File: src/rtl/wrp_pkg.sv
package wrp_pkg;

  // Bit position of the complemented status indicator.
  function automatic int unsigned poll_msb_pos(input int unsigned width);
    return width - 1;
  endfunction

  // Bit position of the per-read toggling indicator.
  function automatic int unsigned toggle_pos(input int unsigned width);
    return width - 2;
  endfunction

endpackage

File: src/rtl/wrp_read_edge.sv
module wrp_read_edge (
  input  logic clk,
  input  logic rst_n,
  input  logic strobe_i,
  input  logic busy_i,
  output logic advance_o
);

  logic strobe_q;
  logic read_done;

  always_ff @(posedge clk or negedge rst_n) begin
    if (!rst_n) strobe_q <= 1'b0;
    else        strobe_q <= strobe_i;
  end

  // A read is finished when the strobe goes from high to low.
  assign read_done = strobe_q & ~strobe_i;
  assign advance_o = read_done & busy_i;

  assert_adv_busy_R6: assert property (@(posedge clk) disable iff (!rst_n)
    advance_o |-> busy_i);

  assert_adv_edge_R5: assert property (@(posedge clk) disable iff (!rst_n)
    advance_o |-> (!strobe_i && $past(strobe_i)));

endmodule

File: src/rtl/wrp_toggle_reg.sv
module wrp_toggle_reg (
  input  logic clk,
  input  logic rst_n,
  input  logic advance_i,
  output logic toggle_o
);

  logic toggle_q;

  always_ff @(posedge clk or negedge rst_n) begin
    if (!rst_n)         toggle_q <= 1'b0;
    else if (advance_i) toggle_q <= ~toggle_q;
  end

  assign toggle_o = toggle_q;

  assert_flip_R5: assert property (@(posedge clk) disable iff (!rst_n)
    advance_i |=> (toggle_o != $past(toggle_o)));

  assert_hold_R8: assert property (@(posedge clk) disable iff (!rst_n)
    !advance_i |=> $stable(toggle_o));

endmodule

File: src/rtl/wrp_status_mux.sv
module wrp_status_mux #(
  parameter int unsigned DATA_W = 8
) (
  input  logic              clk,
  input  logic              rst_n,
  input  logic              busy_i,
  input  logic [DATA_W-1:0] last_byte_i,
  input  logic              toggle_i,
  input  logic [DATA_W-1:0] array_i,
  output logic [DATA_W-1:0] data_o
);
  import wrp_pkg::*;

  localparam int unsigned MSB_POS = poll_msb_pos(DATA_W);
  localparam int unsigned TOG_POS = toggle_pos(DATA_W);

  // Status word returned while programming runs.
  function automatic logic [DATA_W-1:0] poll_word(
    input logic [DATA_W-1:0] last,
    input logic              tog
  );
    logic [DATA_W-1:0] w;
    w          = last;
    w[MSB_POS] = ~last[MSB_POS];
    w[TOG_POS] = tog;
    return w;
  endfunction

  logic [DATA_W-1:0] status_word;

  assign status_word = poll_word(last_byte_i, toggle_i);
  assign data_o      = busy_i ? status_word : array_i;

  assert_idle_R2: assert property (@(posedge clk) disable iff (!rst_n)
    !busy_i |-> (data_o == array_i));

  assert_poll_msb_R3: assert property (@(posedge clk) disable iff (!rst_n)
    busy_i |-> (data_o[MSB_POS] != last_byte_i[MSB_POS]));

  assert_low_pass_R4: assert property (@(posedge clk) disable iff (!rst_n)
    busy_i |-> (data_o[TOG_POS-1:0] == last_byte_i[TOG_POS-1:0]));

endmodule

File: src/rtl/wrp_status_responder.sv
module wrp_status_responder #(
  parameter int unsigned DATA_W = 8
) (
  input  logic              clk,
  input  logic              rst_n,
  input  logic              prog_busy_i,
  input  logic [DATA_W-1:0] last_wr_byte_i,
  input  logic              rd_strobe_i,
  input  logic [DATA_W-1:0] array_data_i,
  output logic [DATA_W-1:0] rd_data_o
);
  import wrp_pkg::*;

  localparam int unsigned TOG_POS = toggle_pos(DATA_W);

  // Internal events named for the assertions.
  logic read_advance;
  logic toggle_bit;

  wrp_read_edge u_edge (
    .clk       (clk),
    .rst_n     (rst_n),
    .strobe_i  (rd_strobe_i),
    .busy_i    (prog_busy_i),
    .advance_o (read_advance)
  );

  wrp_toggle_reg u_toggle (
    .clk       (clk),
    .rst_n     (rst_n),
    .advance_i (read_advance),
    .toggle_o  (toggle_bit)
  );

  wrp_status_mux #(.DATA_W(DATA_W)) u_mux (
    .clk         (clk),
    .rst_n       (rst_n),
    .busy_i      (prog_busy_i),
    .last_byte_i (last_wr_byte_i),
    .toggle_i    (toggle_bit),
    .array_i     (array_data_i),
    .data_o      (rd_data_o)
  );

  // The toggle bit seen by the host is frozen while the strobe stays high.
  assert_stable_in_read_R5: assert property (@(posedge clk) disable iff (!rst_n)
    (prog_busy_i && rd_strobe_i && $past(prog_busy_i)) |->
      (rd_data_o[TOG_POS] == $past(rd_data_o[TOG_POS])) || $past(read_advance));

  // Idle completed reads leave the toggle state alone.
  assert_idle_freeze_R6: assert property (@(posedge clk) disable iff (!rst_n)
    !prog_busy_i |=> $stable(toggle_bit));

endmodule

File: config.mk
export PLATFORM = sky130hd
export DESIGN_NAME = wrp_status_responder
export DESIGN_NICKNAME = d
export VERILOG_FILES = /design/src/rtl/wrp_pkg.sv /design/src/rtl/wrp_read_edge.sv /design/src/rtl/wrp_toggle_reg.sv /design/src/rtl/wrp_status_mux.sv /design/src/rtl/wrp_status_responder.sv
export SDC_FILE = /design/constraint.sdc
export NUM_CORES = 1
export LEC_CHECK = 0
export BUFFER_PORTS_ARGS = -buffer_cell sky130_fd_sc_hd__buf_4
export CORE_AREA = 4 4 41 43
export CTS_BUF_LIST = sky130_fd_sc_hd__clkbuf_16
export DETAILED_ROUTE_END_ITERATION = 10
export DIE_AREA = 0 0 45 47
export MAX_ROUTING_LAYER = met4
export PLACE_DENSITY = 0.56
export SLEW_MARGIN = 20
export SYNTH_ARGS = -nofsm -noshare
export SYNTH_HDL_FRONTEND = slang
export SYNTH_SLANG_ARGS = --single-unit
File: constraint.sdc
create_clock -name clk -period 2.21 [get_ports clk]
set_input_delay 0.5525 -clock clk [delete_from_list [all_inputs] [get_ports clk]]
set_output_delay 0.5525 -clock clk [all_outputs]
set_load 0.1 [all_outputs]
# Word-level counts from Yosys, hierarchy flattened
# Index checks and enable logic that the tools add are counted.
[word_totals]
regBits = 2
inputBits = 20
out_inout_bits = 8
[classes]
muxes = 1
bitwise = 5
[op_table]
columns = ["op", "n"]
rows = [
  ["8-bit 2-to-1 mux", 1],
  ["1-bit inverter", 3],
  ["1-bit AND", 2],
]

# Logic depth before layout (Yosys ltp)
# Gate-level depths: netlist of the first run.
[logic_depth]
ltp_word = 3
depth_mapped = 3
mapped_depth_nobuf = 2

# Hierarchy
# From an unflattened synthesis of the first run, not the netlist that was laid out.
[hier_totals]
hier_cells = 14
area_unflattened_um2 = 197.7
[modules_own_cells]
columns = ["module", "n_inst", "cells_per_inst", "area_each_um2", "seq_area_each_um2"]
rows = [
  ["wrp_status_mux", 1, 10, 130.1, 0.0],
  ["wrp_read_edge", 1, 2, 33.8, 25.0],
  ["wrp_toggle_reg", 1, 2, 33.8, 25.0],
]

# Worst setup path after synthesis of the first run
# Ideal clock, no wire load.
[synth_timing]
kind = "input to output"
startpoint = "input prog_busy_i"
endpoint = "output rd_data_o[7]"
arrival_ns = 2.291
t_required_ns = 1.657
setup_slack_ns = -0.633
cell_stages = 2
path_buffers = 1
path_cell_list = "buf_6 > mux2i_1"
[synth_via]
elab_chain_len = 1
[synth_rtl]
columns = ["element", "line_no", "rtl"]
rows = [
  ["start: declaration", "wrp_status_responder.sv:6", "input logic prog_busy_i,"],
  ["8-bit 2-to-1 mux", "wrp_status_mux.sv:32", "assign data_o = busy_i ? status_word : array_i;"],
  ["end: declaration", "wrp_status_responder.sv:10", "output logic [DATA_W-1:0] rd_data_o"],
]
# No other way between the ends.

# Worst setup path in the final report of the first run
[layout_timing]
startpoint = "input prog_busy_i"
endpoint = "output rd_data_o[3]"
# Same word-level chain as after synthesis.

==> impl_metrics.yaml, run 1 <==
pwr:
  power_density_mw_per_mm2: 1100
  leakage_nw: 0.257
  vdd_drop_max_uv: 363
yosys:
  yosys.area_share.adder: 0
  yosys_warnings: 0
  synth_top_family_by_area: "multiplexers"
  synth_xor_area_frac: 0.0446
  ys_types: 7
  muxShareOfSynthArea: 0.586
  syn_avg_cell_area_sq_um: 14.0
  synth_area_leaders: "mux2_4 54%, dfrtp_1 25%, buf_6 5.7%, mux2i_1 5.1%, xnor2_1 4.5%"
  synth_compound_area_frac: 0
  synth_nets: 34
  yosys.area.top_type_share: 0.535
  synth_flop_cell: "dfrtp_1"
  ys_seq_elements: 2
  syn-instance-count: 14
  async_flop_share: 1.00
  synthTopCellsByCount: "7 x mux2_4, 2 x dfrtp_1"
  yosys.area_share.simple: 0.0382
  synth.most_common_cell: "mux2_4"
  ys_seq_area_frac: 0.255
  yosys.area.top_type: "mux2_4"
  syn_area_sq_um: 196
  synth_enable_flop_cells: 0
drt:
  route.detailed.drc: 0
  drtIter0Drc: 0
  ant_nets: 0
  routed_via_density: 3.88
  wl_per_cell_um: 13.2
  dr.pass1.iters: 1
  vias: 221
  drt-total-wl_um: 754
cts:
  cts_resized: 0
  cts_setup_buffers: 0
  clock_sinks: 2
  h-tree-depth: 1
  cts_tree: "built"
  clock_path_buffers: 2
  numCtsBuffers: 3
  postCtsHoldBufs: 0
  cts-root-buf: "clkbuf_16"
  clock_latency_ns: 0.22
  path_clk_slew_ns: 0.03
global_route:
  grt_usage: 0.0799
  grt_pass1_vias: 240
  grt_max_degree: 10
  grt_pass1_wl_um: 979
  overflow: 0
  antenna_found_initial: 0
timing:
  rsz0062_at_grt: "no"
  drv_slew: 0
  period_share: 0.839
  finalHoldViolCount: 0
  setup-violations-final: 0
  relSlewSlack: 0.813
  worst_pin_slew_ns: 0.283
  fmax_mhz: 539
  fin_crit_ns: 1.85
  setup_tns_ns: 0
  skew_ns: 0.000602
final_layout:
  finalCoreUtilization: 0.374
  drive_above_1_share: 0.881
  area_delta_synth_final_pct: 148
  fin_nets: 64
  antenna-diode-count: 0
floorplan:
  dieArea_sq_mm: 0.00212
  start_util: 0.151
  num_rows: 13
  ioPinCount: 28
  die_x_um: 45
  core_sq_mm: 0.00130
  die_y_um: 47
min_path:
  min_path_type: "input pin to async pin"
outcome:
  status: "finished clean"
critical_path:
  r2r_start: "u_edge.strobe_q$_DFF_PN0_"
  cp.required_ns: 1.66
  r2r_cells: 2
  worst_setup_path_end_kind: "output port"
  r2r_setup_slack_ns: 1.55
  endpoint: "rd_data_o[3]"
  crit_type: "input pin to output port"
  arrival_ns: 1.30
  crit-reg2reg-capture: "u_toggle.toggle_o$_DFFE_PN0P_"
  startpoint: "prog_busy_i"
  critPathLaunchType: "input pin"
  critPathMaxFanout: 9
placement:
  gp_congestion: 0.635
  numPortBuffers: 26
flow_run:
  drv_cap: 0
-- how the worst min path moves through the flow --
stage          startpoint                            end  slack, ns  cells past startpoint
6_report            rst_n      u_edge.strobe_q$_DFF_PN0_       0.11                      1
3_5_place_dp        rst_n  u_toggle.toggle_o$_DFFE_PN0P_       0.34                      1
2_1_floorplan       rst_n      u_edge.strobe_q$_DFF_PN0_       0.26                      0
5_1_grt             rst_n      u_edge.strobe_q$_DFF_PN0_       0.11                      1
4_1_cts             rst_n      u_edge.strobe_q$_DFF_PN0_       0.11                      1
3_3_place_gp        rst_n  u_toggle.toggle_o$_DFFE_PN0P_       0.34                      1
-- worst max-delay path: stages --
cell and delay (ns):
buf_4 0.19, mux2_4 0.32, buf_4 0.23
-- power breakdown --
part / total [W] / leakage [nW] / internal, W / switching (W)
combinational: 0.000211 / 0.197 / 0.0000694 / 0.000142
clock: 0.000270 / 0.0370 / 0.000230 / 0.0000396
sequential: 0.0000545 / 0.0233 / 0.0000474 / 0.00000710
total: 0.000535 / 0.257 / 0.000347 / 0.000189
-- layout make-up --
cell class	count	area [sq um]
timing repair buffer	26	195
sequential	2	50.0
fill	146	815
clock buffer	3	75.1
multi-input combinational	10	144
inverter	1	3.75
tap	15	18.8
-- cell families (layout without fill, tap and decap cells) --
logic type             Yosys count  in the layout
multiplexers                     8              8
XOR/XNOR                         1              1
AND/OR/NAND/NOR                  1              1
flip-flops                       2              2
buffers and inverters            2             30
-- through the flow --
step	setup slack, ns	instance area [sq um]	total power (W)	std cells	hold slack [ns]
floorplan	0.273	209	0.000215	14	0.257
global placement	0.348	412	0.000265	54	0.336
detailed placement	0.347	412	0.000267	54	0.338
CTS	0.347	487	0.000545	57	0.108
global route	0.328	487	0.000554	57	0.110
finish	0.355	487	0.000535	57	0.111
-- flip-flops by register name, summed over array words and instances (netlist names) --
name	flops
u_edge.strobe_q	1
u_toggle.toggle_o	1
-- metal layers --
metal | GRT usage | share of wire | wire length [um] | up-vias
li1 | - | - | - | 105
met1 | 0.0841 | 0.44 | 334 | 89
met2 | 0.0876 | 0.33 | 251 | 27
met3 | 0.0805 | 0.22 | 167 | 0
met4 | 0.0526 | 0 | 0 | 0
met5 | - | 0 | 0 | -
-- layout by cell type, fill, tap and decap left out, drive strengths merged --
master / netlist / routed
dfrtp: 2 / 2
mux2: 7 / 7
inv: 1 / 1
mux2i: 1 / 1
xnor2: 1 / 1
buf: 1 / 26
clkbuf: 0 / 3
nand3b: 1 / 1
Note: power is estimated with default switching activity, not from simulation.
==> run 2, diff against run 1 <==
--- a/config.mk
+++ b/config.mk
@@ -11,7 +11,7 @@
 export DETAILED_ROUTE_END_ITERATION = 10
 export DIE_AREA = 0 0 45 47
 export MAX_ROUTING_LAYER = met4
-export PLACE_DENSITY = 0.56
+export PLACE_DENSITY = 0.58
 export SLEW_MARGIN = 20
 export SYNTH_ARGS = -nofsm -noshare
 export SYNTH_HDL_FRONTEND = slang
==> constraint.sdc (replaced) <==
create_clock -name clk -period 1.7 [get_ports clk]
set_input_delay 0.425 -clock clk [delete_from_list [all_inputs] [get_ports clk]]
set_output_delay 0.425 -clock clk [all_outputs]
set_load 0.1 [all_outputs]
==> run 2 against run 1 <==
Net effect:
- design area increased by 2.1%
- via count rose by 6.3%
- sequential share of layout area decreased by 0.21 points
- sequential power up 30%
- routed wire length rose by 2.9%
- flip-flop and latch count is the same
- count of clock-buffer cells in the layout stayed put
- cell count rose by 1.8%
==> impl_metrics.yaml, run 2 (synthesis gave the netlist of run 1 again) <==
critical_path:
  cp.required_ns: 1.27
  r2r_cells: 2
  critPathSlowestCell: "mux2_4"
  critPathMaxFanout: 9
  crit-reg2reg-capture: "u_toggle.toggle_o$_DFFE_PN0P_"
  path_cells: "buf_4 -> mux2_4 -> buf_4"
  startpoint: "prog_busy_i"
  r2r_setup_slack_ns: 1.05
  cpMostUsedCell: "buf_4"
  endpoint: "rd_data_o[3]"
  crit_type: "input pin to output port"
  cpPeakStageDelay_ns: 0.31
  arrival_ns: 1.16
  critPathLaunchType: "input pin"
  r2r_start: "u_edge.strobe_q$_DFF_PN0_"
  worst_setup_path_end_kind: "output port"
cts:
  h-tree-depth: 1
  cts_setup_buffers: 0
  cts_resized: 0
  cts_tree: "built"
  clock_path_buffers: 2
  clock_sinks: 2
  postCtsHoldBufs: 1
  cts-root-buf: "clkbuf_16"
  clock_latency_ns: 0.22
  numCtsBuffers: 3
  path_clk_slew_ns: 0.03
final_layout:
  antenna-diode-count: 0
  most-common-layout-cells: "26 x buf_4, 7 x mux2_4, 3 x clkbuf_16, 2 x dfrtp_1"
  register_area_sq_um: 50.0
  area_delta_synth_final_pct: 153
  fillers: 139
  fin_nets: 65
  multi_input_area_sq_um: 144
  layout_commonest_cell: "buf_4"
  drive_above_1_share: 0.860
  finalNonFillerCells: 58
  finalCoreUtilization: 0.382
floorplan:
  ioPinCount: 28
  die_y_um: 47
  core_sq_mm: 0.00130
  num_rows: 13
  die_x_um: 45
  start_util: 0.151
  dieArea_sq_mm: 0.00212
global_route:
  overflow: 0
  antenna_found_initial: 0
  grt_max_degree: 10
  grt_pass1_wl_mm: 1.10
  grt_pass1_vias: 255
  grt_usage: 0.0915
timing:
  fin_crit_ns: 1.59
  fmax_mhz: 629
  skew_ns: 0.000604
  worst_pin_slew_ns: 0.280
  setup_tns_ns: 0
  worst_slack_ns: 0.111
  drv_slew: 0
  finalHoldViolCount: 0
  setup-violations-final: 0
  period_share: 0.935
  relSlewSlack: 0.815
  rsz0062_at_grt: "no"
drt:
  ant_nets: 0
  routed_via_density: 4.05
  route.detailed.drc: 0
  wl_met3_um: 179
  vias: 235
  dr.pass1.iters: 2
  met1_length_um: 338
  top_layer: "met4"
  wl_per_cell_um: 13.4
  drt-total-wl_um: 776
  drtIter0Drc: 2
  met2_length_um: 221
placement:
  dp.cells: 54
  dp_slack_ns: 0.108
  gp_congestion: 0.732
  numPortBuffers: 26
pwr:
  vdd_drop_max_uv: 485
  finalPower_w: 0.000698
  power_density_mw_per_mm2: 1400
  leakage_nw: 0.262
outcome:
  status: "finished clean"
min_path:
  min_path_type: "input pin to flip-flop"
flow_run:
  drv_cap: 0
[run 2: cell count changes in the layout (fill, tap and decap cells not counted)]
| cell | previous run | this run |
|---|---|---|
| dlygate4sd3_1 | 0 | 1 |
[run 2: through the flow]
stage,hold WS (ns),cell area (sq um)
6_report,0.320,497
5_1_grt,0.321,497
4_1_cts,0.316,497
3_5_place_dp,0.212,412
3_3_place_gp,0.208,412
2_1_floorplan,0.129,209
[run 2: worst min-delay path by stage]
stage | startpoint | slack [ns] | cells past startpoint | to
floorplan | rst_n | 0.13 | 0 | u_edge.strobe_q$_DFF_PN0_
global placement | rst_n | 0.21 | 1 | u_toggle.toggle_o$_DFFE_PN0P_
detailed placement | rst_n | 0.21 | 1 | u_toggle.toggle_o$_DFFE_PN0P_
CTS | rd_strobe_i | 0.32 | 1 | u_edge.strobe_q$_DFF_PN0_
global route | rd_strobe_i | 0.32 | 1 | u_edge.strobe_q$_DFF_PN0_
finish | rd_strobe_i | 0.32 | 1 | u_edge.strobe_q$_DFF_PN0_
[run 2: where the power goes]
group | switching [W] | total (W) | leakage [nW] | internal [W]
Combinational | 0.000183 | 0.000274 | 0.201 | 0.0000917
Clock | 0.0000534 | 0.000353 | 0.0370 | 0.000299
Sequential | 0.00000928 | 0.0000709 | 0.0233 | 0.0000616
[run 2: worst max-delay path: cells and delay by family]
kind     cells  cell delay [ns]
mux          1             0.31
buf+inv      2             0.42
[run 2: final cells by class]
type	count	area share
timing repair buffer	27	0.413
tap	15	0.0378
clock buffer	3	0.151
multi-input combinational	10	0.290
inverter	1	0.00756
sequential	2	0.101
[run 2: layer usage]
layer | up-vias | GRT usage
met5 | - | -
met4 | 0 | 0.123
met3 | 4 | 0.0498
met2 | 29 | 0.0932
met1 | 95 | 0.103
li1 | 107 | -
